### src/rtl/tmr_bank_pkg.sv
package tmr_bank_pkg;

  // control word: bit0 run, bit1 periodic, bit2 irq_mask
  typedef struct packed {
    logic irq_mask;
    logic periodic;
    logic run;
  } tmr_ctrl_t;

  typedef enum logic [3:0] {
    RK_NONE,
    RK_LOAD,
    RK_CUR,
    RK_CTRL,
    RK_ACK,
    RK_GSTAT,
    RK_ALL_GSTAT,
    RK_ALL_ACK,
    RK_ALL_RAW,
    RK_VERSION
  } reg_kind_e;

  localparam int unsigned CH_STRIDE  = 20;
  localparam int unsigned OFF_LOAD   = 0;
  localparam int unsigned OFF_CUR    = 4;
  localparam int unsigned OFF_CTRL   = 8;
  localparam int unsigned OFF_ACK    = 12;
  localparam int unsigned OFF_GSTAT  = 16;
  localparam int unsigned SH_GSTAT   = 0;
  localparam int unsigned SH_ACK     = 4;
  localparam int unsigned SH_RAW     = 8;
  localparam int unsigned SH_VERSION = 12;

endpackage

### src/rtl/tmr_bank_decode.sv
module tmr_bank_decode
  import tmr_bank_pkg::*;
#(
  parameter int NUM = 8,
  parameter int AW  = 8,
  localparam int IW = (NUM > 1) ? $clog2(NUM) : 1
) (
  input  logic            psel,
  input  logic            penable,
  input  logic            pwrite,
  input  logic [AW-1:0]   paddr,
  output reg_kind_e       kind,
  output logic [IW-1:0]   chan,
  output logic [NUM-1:0]  wr_load,
  output logic [NUM-1:0]  wr_ctrl,
  output logic [NUM-1:0]  rd_ack,
  output logic            rd_ack_all
);

  localparam int unsigned SH_BASE = NUM * CH_STRIDE;

  logic acc_wr;
  logic acc_rd;

  always_comb begin
    kind = RK_NONE;
    chan = '0;
    for (int i = 0; i < NUM; i++) begin
      if (paddr == AW'(i * CH_STRIDE + OFF_LOAD)) begin
        kind = RK_LOAD;  chan = IW'(i);
      end
      if (paddr == AW'(i * CH_STRIDE + OFF_CUR)) begin
        kind = RK_CUR;   chan = IW'(i);
      end
      if (paddr == AW'(i * CH_STRIDE + OFF_CTRL)) begin
        kind = RK_CTRL;  chan = IW'(i);
      end
      if (paddr == AW'(i * CH_STRIDE + OFF_ACK)) begin
        kind = RK_ACK;   chan = IW'(i);
      end
      if (paddr == AW'(i * CH_STRIDE + OFF_GSTAT)) begin
        kind = RK_GSTAT; chan = IW'(i);
      end
    end
    if (paddr == AW'(SH_BASE + SH_GSTAT))   kind = RK_ALL_GSTAT;
    if (paddr == AW'(SH_BASE + SH_ACK))     kind = RK_ALL_ACK;
    if (paddr == AW'(SH_BASE + SH_RAW))     kind = RK_ALL_RAW;
    if (paddr == AW'(SH_BASE + SH_VERSION)) kind = RK_VERSION;
  end

  assign acc_wr = psel && penable && pwrite;
  assign acc_rd = psel && penable && !pwrite;

  always_comb begin
    for (int i = 0; i < NUM; i++) begin
      wr_load[i] = acc_wr && (kind == RK_LOAD) && (chan == IW'(i));
      wr_ctrl[i] = acc_wr && (kind == RK_CTRL) && (chan == IW'(i));
      rd_ack[i]  = acc_rd && (kind == RK_ACK)  && (chan == IW'(i));
    end
    rd_ack_all = acc_rd && (kind == RK_ALL_ACK);
  end

endmodule

### src/rtl/tmr_bank_chan.sv
module tmr_bank_chan
  import tmr_bank_pkg::*;
#(
  parameter int CW = 32
) (
  input  logic          clk,
  input  logic          rst_n,
  input  logic          tick_en,
  input  logic          wr_load,
  input  logic          wr_ctrl,
  input  logic [CW-1:0] wdata,
  input  logic          ack_clr,
  output logic [CW-1:0] load_q,
  output logic [CW-1:0] cnt_q,
  output tmr_ctrl_t     ctrl_q,
  output logic          raw_q
);

  logic [CW-1:0] load_n;
  logic [CW-1:0] cnt_n;
  logic [CW-1:0] act_q;
  logic [CW-1:0] act_n;
  tmr_ctrl_t     ctrl_n;
  logic          raw_n;
  logic          start;
  logic          step;
  logic          expire;

  always_comb begin
    load_n = wdata;
    ctrl_n = tmr_ctrl_t'(wdata[2:0]);
    start  = wr_ctrl && wdata[0] && !ctrl_q.run;
    step   = ctrl_q.run && tick_en;
    expire = step && (cnt_q == '0);
    act_n  = act_q;
    cnt_n  = cnt_q;
    if (start) begin
      cnt_n = load_q;
      act_n = load_q;
    end else if (expire) begin
      cnt_n = ctrl_q.periodic ? act_q : '1;
    end else if (step) begin
      cnt_n = cnt_q - 1'b1;
    end
    // a new expiry wins over a clear in the same cycle
    raw_n = expire || (raw_q && !ack_clr);
  end

  always_ff @(posedge clk or negedge rst_n) begin
    if (!rst_n) begin
      load_q <= '0;
      ctrl_q <= '0;
      cnt_q  <= '0;
      act_q  <= '0;
      raw_q  <= 1'b0;
    end else begin
      if (wr_load) load_q <= load_n;
      if (wr_ctrl) ctrl_q <= ctrl_n;
      if (start || step) cnt_q <= cnt_n;
      if (start) act_q <= act_n;
      if (expire || ack_clr) raw_q <= raw_n;
    end
  end

endmodule

### src/rtl/tmr_bank.sv
module tmr_bank
  import tmr_bank_pkg::*;
#(
  parameter int NUM_TMR = 8,
  parameter int CW      = 32,
  parameter int AW      = 8,
  parameter logic [CW-1:0] VERSION = CW'(32'h5445_0103)
) (
  input  logic               pclk,
  input  logic               presetn,
  input  logic               psel,
  input  logic               penable,
  input  logic               pwrite,
  input  logic [AW-1:0]      paddr,
  input  logic [CW-1:0]      pwdata,
  output logic [CW-1:0]      prdata,
  input  logic               tick_en,
  output logic [NUM_TMR-1:0] irq
);

  localparam int IW = (NUM_TMR > 1) ? $clog2(NUM_TMR) : 1;

  reg_kind_e                   kind;
  logic [IW-1:0]               chan;
  logic [NUM_TMR-1:0]          wr_load;
  logic [NUM_TMR-1:0]          wr_ctrl;
  logic [NUM_TMR-1:0]          rd_ack;
  logic                        rd_ack_all;
  logic [NUM_TMR-1:0][CW-1:0]  load_pk;
  logic [NUM_TMR-1:0][CW-1:0]  cnt_pk;
  tmr_ctrl_t [NUM_TMR-1:0]     ctrl_pk;
  logic [NUM_TMR-1:0]          en_v;
  logic [NUM_TMR-1:0]          mode_v;
  logic [NUM_TMR-1:0]          mask_v;
  logic [NUM_TMR-1:0]          raw_v;

  tmr_bank_decode #(.NUM(NUM_TMR), .AW(AW)) u_dec (
    .psel       (psel),
    .penable    (penable),
    .pwrite     (pwrite),
    .paddr      (paddr),
    .kind       (kind),
    .chan       (chan),
    .wr_load    (wr_load),
    .wr_ctrl    (wr_ctrl),
    .rd_ack     (rd_ack),
    .rd_ack_all (rd_ack_all)
  );

  for (genvar g = 0; g < NUM_TMR; g++) begin : g_ch
    tmr_bank_chan #(.CW(CW)) u_ch (
      .clk     (pclk),
      .rst_n   (presetn),
      .tick_en (tick_en),
      .wr_load (wr_load[g]),
      .wr_ctrl (wr_ctrl[g]),
      .wdata   (pwdata),
      .ack_clr (rd_ack[g] || rd_ack_all),
      .load_q  (load_pk[g]),
      .cnt_q   (cnt_pk[g]),
      .ctrl_q  (ctrl_pk[g]),
      .raw_q   (raw_v[g])
    );
    assign en_v[g]   = ctrl_pk[g].run;
    assign mode_v[g] = ctrl_pk[g].periodic;
    assign mask_v[g] = ctrl_pk[g].irq_mask;
  end

  assign irq = raw_v & ~mask_v;

  always_comb begin
    prdata = '0;
    case (kind)
      RK_LOAD:      prdata = load_pk[chan];
      RK_CUR:       prdata = cnt_pk[chan];
      RK_CTRL:      prdata = CW'(ctrl_pk[chan]);
      RK_GSTAT:     prdata = CW'(irq[chan]);
      RK_ALL_GSTAT: prdata = CW'(irq);
      RK_ALL_RAW:   prdata = CW'(raw_v);
      RK_VERSION:   prdata = VERSION;
      default:      prdata = '0;
    endcase
  end

endmodule

### config.mk
export PLATFORM = sky130hd
export DESIGN_NAME = tmr_bank
export DESIGN_NICKNAME = d
export VERILOG_FILES = /design/src/rtl/tmr_bank_pkg.sv /design/src/rtl/tmr_bank_decode.sv /design/src/rtl/tmr_bank_chan.sv /design/src/rtl/tmr_bank.sv
export SDC_FILE = /design/constraint.sdc
export NUM_CORES = 2
export LEC_CHECK = 0
export BUFFER_PORTS_ARGS = -buffer_cell sky130_fd_sc_hd__buf_4
export CAP_MARGIN = 20
export CORE_MARGIN = 4
export CORE_UTILIZATION = 45
export CTS_BUF_LIST = sky130_fd_sc_hd__clkbuf_2
export DETAILED_ROUTE_END_ITERATION = 6
export SETUP_SLACK_MARGIN = 0.5
export SLEW_MARGIN = 25
export SYNTH_ARGS = -nofsm -noshare
export SYNTH_HDL_FRONTEND = slang
export SYNTH_SLANG_ARGS = --single-unit
### constraint.sdc
create_clock -name pclk -period 3.4 [get_ports pclk]
set_input_delay 0.17 -clock pclk [delete_from_list [all_inputs] [get_ports pclk]]
set_output_delay 0.17 -clock pclk [all_outputs]
set_load 0.01 [all_outputs]
# --- Yosys cells after proc, flatten, opt, wreduce, memory -nomap -nowiden ---
# Index checks and enable logic that the tools add are counted.
op_classes:
  addsub: 8
  magnitude_cmp: 1
  n_eq_ne: 59
  n_mux: 120
  bitwise: 2
  n_reduce_logical: 146
ops:
  columns: ["operator", "n"]
  rows:
  - ["$mux 32", 34]
  - ["$logic_not 32->1", 8]
  - ["$sub 32x1->32 const B", 8]
  - ["$pmux 32 s7", 1]
  - ["$bmux 32 s3", 2]
  - ["$mux 4", 43]
  - ["$eq 8x7->1 const B", 16]
  - ["$eq 8x8->1 const B", 12]
  - ["$logic_and 1x1->1", 71]
  - ["$eq 8x6->1 const B", 8]
  - ["$mux 3", 21]
  - ["$eq 8x5->1 const B", 4]
  - ["$logic_or 1x1->1", 32]
  - ["$reduce_bool 3->1", 8]
  - ["$mux 2", 10]
  - ["$logic_not 1->1", 17]
  - ["$eq 4x3->1 const B", 4]
  - ["$eq 8x4->1 const B", 2]
  - ["$reduce_and 2->1", 8]
  - ["$eq 3x3->1 const B", 4]
  - ["$bmux 3 s3", 1]
  - ["$and 8x8->8", 1]
  - ["$eq 4x2->1 const B", 2]
  - ["$eq 4x4->1 const B", 2]
  - ["10 further kinds", 17]
totals:
  regBits: 800
  wordCells: 392

# --- Depth between registers and ports, before layout ---
logic_depth:
  depth_word: 52
  depth_mapped: 15

# --- Cells and area by module ---
# From an unflattened synthesis, not the netlist that was laid out.
unflattened:
  cells_unflattened: 4299
  hier_area_um2: 43543.0
modules_own_cells:
  columns: ["module", "instances", "cells_per_inst", "area_per_inst_um2", "seq_area_each_um2"]
  rows:
  - ["tmr_bank_chan at g_ch[1].u_ch ...", 7, 472, 4714.5, 2502.4]
  - ["tmr_bank_chan at g_ch[0].u_ch", 1, 474, 4809.6, 2502.4]
  - ["tmr_bank", 1, 342, 4574.4, 0.0]
  - ["tmr_bank_decode", 1, 179, 1157.4, 0.0]

# --- Least setup slack after synthesis ---
# OpenSTA, ideal clock, no wires.
synth_timing:
  kind: "flip-flop to flip-flop"
  start: "register g_ch[6].u_ch.cnt_q[13]"
  end: "register g_ch[6].u_ch.cnt_q[20]"
  t_arrival_ps: 2880
  t_required_ps: 3274
  setup_slack_ps: 394
  stages_incl_launch_ff: 10
  synth_period_minus_slack_ps: 3006
  cell_sequence: "dfrtp_1 or4_1 or3_1 or3_4 nor4_4 nand3_4 buf_2 o21ai_1 nor2_1 a221o_1"
synth_between:
  elab_chain_cells: 4
synth_rtl:
  columns: ["item", "line_no", "rtl"]
  rows:
  - ["start: declaration", "tmr_bank_chan.sv:14", "output logic [CW-1:0] cnt_q,"]
  - ["start signal: assignment", "tmr_bank_chan.sv:59", "if (start || step) cnt_q <= cnt_n;"]
  - ["$sub 32x1->32 or $logic_not 32->1 (tied branches)", "tmr_bank_chan.sv:43, tmr_bank_chan.sv:34", null]
  - ["$mux 32 or $logic_and 1x1->1 (tied branches)", "tmr_bank_chan.sv:42, tmr_bank_chan.sv:34", null]
  - ["$mux 32 or $reduce_bool 3->1 (tied branches)", null, null]
  - ["$mux 32 or $reduce_and 2->1 (tied branches)", null, null]
# Parallel ways exist; a longest one is shown, timed or not. The select of a mux whose other input is x is not followed.
# A chain may end at the register's enable or synchronous reset.

# --- Worst setup path after layout ---
layout_timing:
  start: "register g_ch[2].u_ch.load_q[2]"
  end: "output port prdata[2]"
layout_between:
  elab_chain_cells: 3
layout_rtl:
  columns: ["item", "line_no", "rtl"]
  rows:
  - ["start: declaration", "tmr_bank_chan.sv:13", "output logic [CW-1:0] load_q,"]
  - ["start signal: assignment", "tmr_bank_chan.sv:57", "if (wr_load) load_q <= load_n;"]
  - ["$bmux 32 s3", "tmr_bank.sv:74", "RK_LOAD: prdata = load_pk[chan];"]
  - ["$mux 32 (implied by the code)", "tmr_bank.sv:74", null]
  - ["$pmux 32 s7", "tmr_bank.sv:73", "case (kind)"]
  - ["end: declaration", "tmr_bank.sv:16", "output logic [CW-1:0] prdata,"]
# No other way between the ends. The select of a mux whose other input is x is not followed.

==> summary.txt <==
STA
  – RSZ-0062 raised after global routing: true
  – Final setup viols: 3
  – Final Max Slew Viols: 0
  – Highest clock rate: 285 MHz
  – Clock skew: 0.234 ns
  – Relative slew margins: 0.250
  – Final min period: 3.51 ns
  – Final hold viol count: 0
  – Setup ws final: -0.108 ns
  – Fin crit share: 1.03
  – Worst-margin pin slew: 1.12 ns

Cells and area
  – Area Growth Syn to Fin: 33.8%
  – Most frequent cells in the layout: nand2_1 (975), dfrtp_1 (605), buf_4 (563)
  – Layout cell share with drive strength beyond 1: 0.371
  – Non-filler cells, final: 6767
  – Nets: 5413
  – Most common cell after layout, fill and taps aside: nand2_1
  – Post-route cell area: 0.0562 mm2

Synthesis
  – Gate Count Post-Synth: 4616
  – Xor and xnor fraction of the mapped netlist area: 0.0298
  – Largest family of logic cells by synthesized area: simple AND/OR/NAND/NOR gates
  – Synthesized cell area: 0.0420 mm2
  – Post-Synth Simple-Gate Area: 0.238
  – Avg Cell Area, Syn: 9.10 um2
  – Register area share after synthesis: 0.477
  – Unique masters post-synth: 90
  – Post-synthesis mux area share: 0.0778
  – Async SR Flop Fraction: 1.00
  – FF+latch count, synth: 800
  – Most used DFF post-synth: dfrtp_1
  – Post-synthesis adder-cell area fraction: 0.00238
  – Synthesized Nets: 4670
  – Syn. warnings: 0
  – Post-synth EDFFs: 0
  – Compound-Gate Fraction of Synth Area: 0.138

Setup path
  – CP Depth: 6
  – Critical path type: flop to output port
  – Setup crit end kind: output port
  – CP top delay family: compound AO/OA/AOI/OAI gates
  – WP buf/inv: 1
  – CP Max Fanout: 2
  – Reg2Reg Depth: 9
  – Worst endpoint data arrival time: ~3.3 ns
  – Startpoint types: flop
  – Critical Path Slowest Stage Cell: or4_4
  – Critical Path Max Stage Delay: 0.55 ns
  – Required @ worst endpoint: 3.23 ns
  – CP Cell Sequence: o31a_1 > o221a_4 > a22oi_2 > a21oi_2 > or4_4 > buf_6

Min path
  – Worst hold path stage count: 9
  – Tightest Hold Check Type: input port to flop

Clock tree
  – Clock root buffer: clkbuf_2
  – Cts bufs inserted: roughly 210
  – Clock sink count: 800
  – Clock Pin Slew Worst Setup and Hold Paths: 0.11 ns
  – Worst-skew pair later-pin latency: between 1.5 and 2 ns
  – H-tree depth: 4
  – CTS tree: done
  – Clock Path Buffers: 3

GRT
  – Vias in the first global route: around 40k
  – Pin count of the biggest net entering global routing: 119
  – Total GRT Usage: 0.394
  – Grt ovf: 0
  – Initial antenna violation count: 7
  – First-pass GRT wire length: 285 mm

Floorplan
  – Chip height: 313 um
  – Starting Density: 0.456
  – Std-Cell Rows: 111
  – Die area: 0.0983 mm2
  – I/O pin cnt: 86
  – Die Wd: approximately 310 um
  – Core ar.: 0.0921 mm2

Job
  – Max cap viols: 0

Routing
  – DR iter-0 viols: 5581
  – Routed WL: 200 mm
  – DRT Pass-1 Iters: 7
  – Vias post-DR: 43.4k
  – Antenna Nets Post-Route: 0
  – Remaining DRCs: 1
  – Wire per inst: ~30 um
  – Post-DR vias/cell: ~6.4

Place
  – Placer Congestion: 1.03
  – Port Buffers: 85
  – Post-Place Cells: 6004
  – DP HPWL: 137 mm
  – Area after DPL: roughly 0.047 mm2

Run status
  – Failing checks: design-rule violations, negative setup slack
  – Status: finished, violations left

Power
  – VDD IR-drop max: about 330 uV
  – Power density cells: around 440 mW/mm2
  – Lkg Pwr: roughly 27 nW
## registers in the layout (all words and copies together), names as in the netlist
signal            flops
g_ch.u_ch.act_q     256
g_ch.u_ch.load_q    256
g_ch.u_ch.raw_q       8
g_ch.u_ch.cnt_q     256
g_ch.u_ch.ctrl_q     24
## what timing repair did
| action | 4_1_cts | 5_1_grt |
|---|---|---|
| endpoints found under the setup margin | 164 | 323 |
| pin swaps | 189 | 119 |
| gates resized for setup | 712 | 370 |
| hold buffers | 132 | 1 |
| buffers inserted | 154 | 81 |
| gates cloned | 5 | 10 |
| endpoints found under the hold margin | 1600 | 4 |
## synthesized netlist by cell type, drive strengths merged (8+ instances only)
library cell,count,share of area
buf,90,0.012
and3,9,0.0013
nor2b,14,0.0021
o22ai,112,0.017
xnor2,70,0.015
a221o,105,0.025
o211ai,74,0.013
or3,64,0.0097
nand3b,11,0.0020
a211o,10,0.0021
o31a,9,0.0019
mux2,282,0.076
nor3,182,0.023
o21ai,215,0.026
o41ai,10,0.0021
nor2,422,0.038
nor4,123,0.019
or4,39,0.0070
a21oi,64,0.0076
o31ai,17,0.0032
mux2i,9,0.0021
xor2,73,0.015
clkbuf,226,0.020
a311oi,19,0.0040
inv,55,0.0049
nand4,12,0.0018
nand3,194,0.023
nor3b,26,0.0046
ha,8,0.0024
nand2,1000,0.089
dfrtp,800,0.48
a211oi,39,0.0070
or2,12,0.0018
nand2b,31,0.0046
o221ai,35,0.0073
o311ai,51,0.011
and2,18,0.0027
## worst paths after layout
path	endpoint	slack, ns	from
setup / recovery	prdata[2]	-0.11	g_ch[2].u_ch.load_q[2]
hold / removal	g_ch[3].u_ch.cnt_q[28]	0.05	paddr[3]
setup reg to reg	g_ch[3].u_ch.cnt_q[16]	0.23	g_ch[3].u_ch.cnt_q[18]
hold reg to reg	g_ch[7].u_ch.cnt_q[12]	0.44	g_ch[7].u_ch.act_q[12]
max in group asynchronous	g_ch[3].u_ch.cnt_q[13]	2.04	presetn
min in group asynchronous	g_ch[0].u_ch.act_q[26]	0.20	presetn
## area by class of cell
cell class / instances / area, um2
fillers: 7965 / 35900
multi-input cells: 3445 / 24300
flip-flops and latches: 800 / 20300
repair buffers: 842 / 8010
clock buffers: 326 / 1630
well taps: 1243 / 1560
clock inverters: 41 / 234
inverters: 57 / 220
diodes: 13 / 32.5
## kinds of logic after synthesis
logic type,count (synthesis)
AOI/OAI and AO/OA,818
xor gates and xnor gates,143
adders and majority gates,8
buffers and inverters,373
DFF,800
muxes,291
and+or+nand+nor,2183
## power breakdown
| part | switching (W) | leakage [nW] | internal [W] |
|---|---|---|---|
| Sequential | 0.000833 | 10.6 | 0.0101 |
| Clock | 0.00433 | 1.46 | 0.00268 |
| Combinational | 0.00380 | 15.1 | 0.00291 |
## worst min-delay path: stages
cell	delay, ns
buf_4	0.19
a31oi_1	0.22
buf_4	0.16
nor4b_2	0.05
buf_4	0.17
a21oi_2	0.12
buf_4	0.36
nand2_1	0.10
nand3_1	0.08
## routing by layer
layer | track usage | wire length, um | up-vias | share of wire
met5 | 0 | 66 | - | 0.00033
met1 | 0.547 | 78500 | 21600 | 0.39
met4 | 0.186 | 11500 | 4 | 0.058
li1 | - | - | 18200 | -
met2 | 0.567 | 83400 | 2969 | 0.42
met3 | 0.115 | 26100 | 645 | 0.13
## stage by stage
stage,worst slack [ns],hold WS [ns],utilization,power (W),TNS [ns]
3_5_place_dp,-0.267,0.117,0.506,0.0160,-0.915
6_report,-0.108,0.0493,0.610,0.0246,-0.268
5_1_grt,-0.191,0.0681,0.610,0.0256,-0.411
4_1_cts,-0.198,0.00280,0.583,0.0240,-0.441
2_1_floorplan,0.494,-0.126,-,0.0135,0
3_3_place_gp,-0.301,0.116,0.506,0.0159,-0.978
Note: power is estimated with default switching activity, not from simulation.
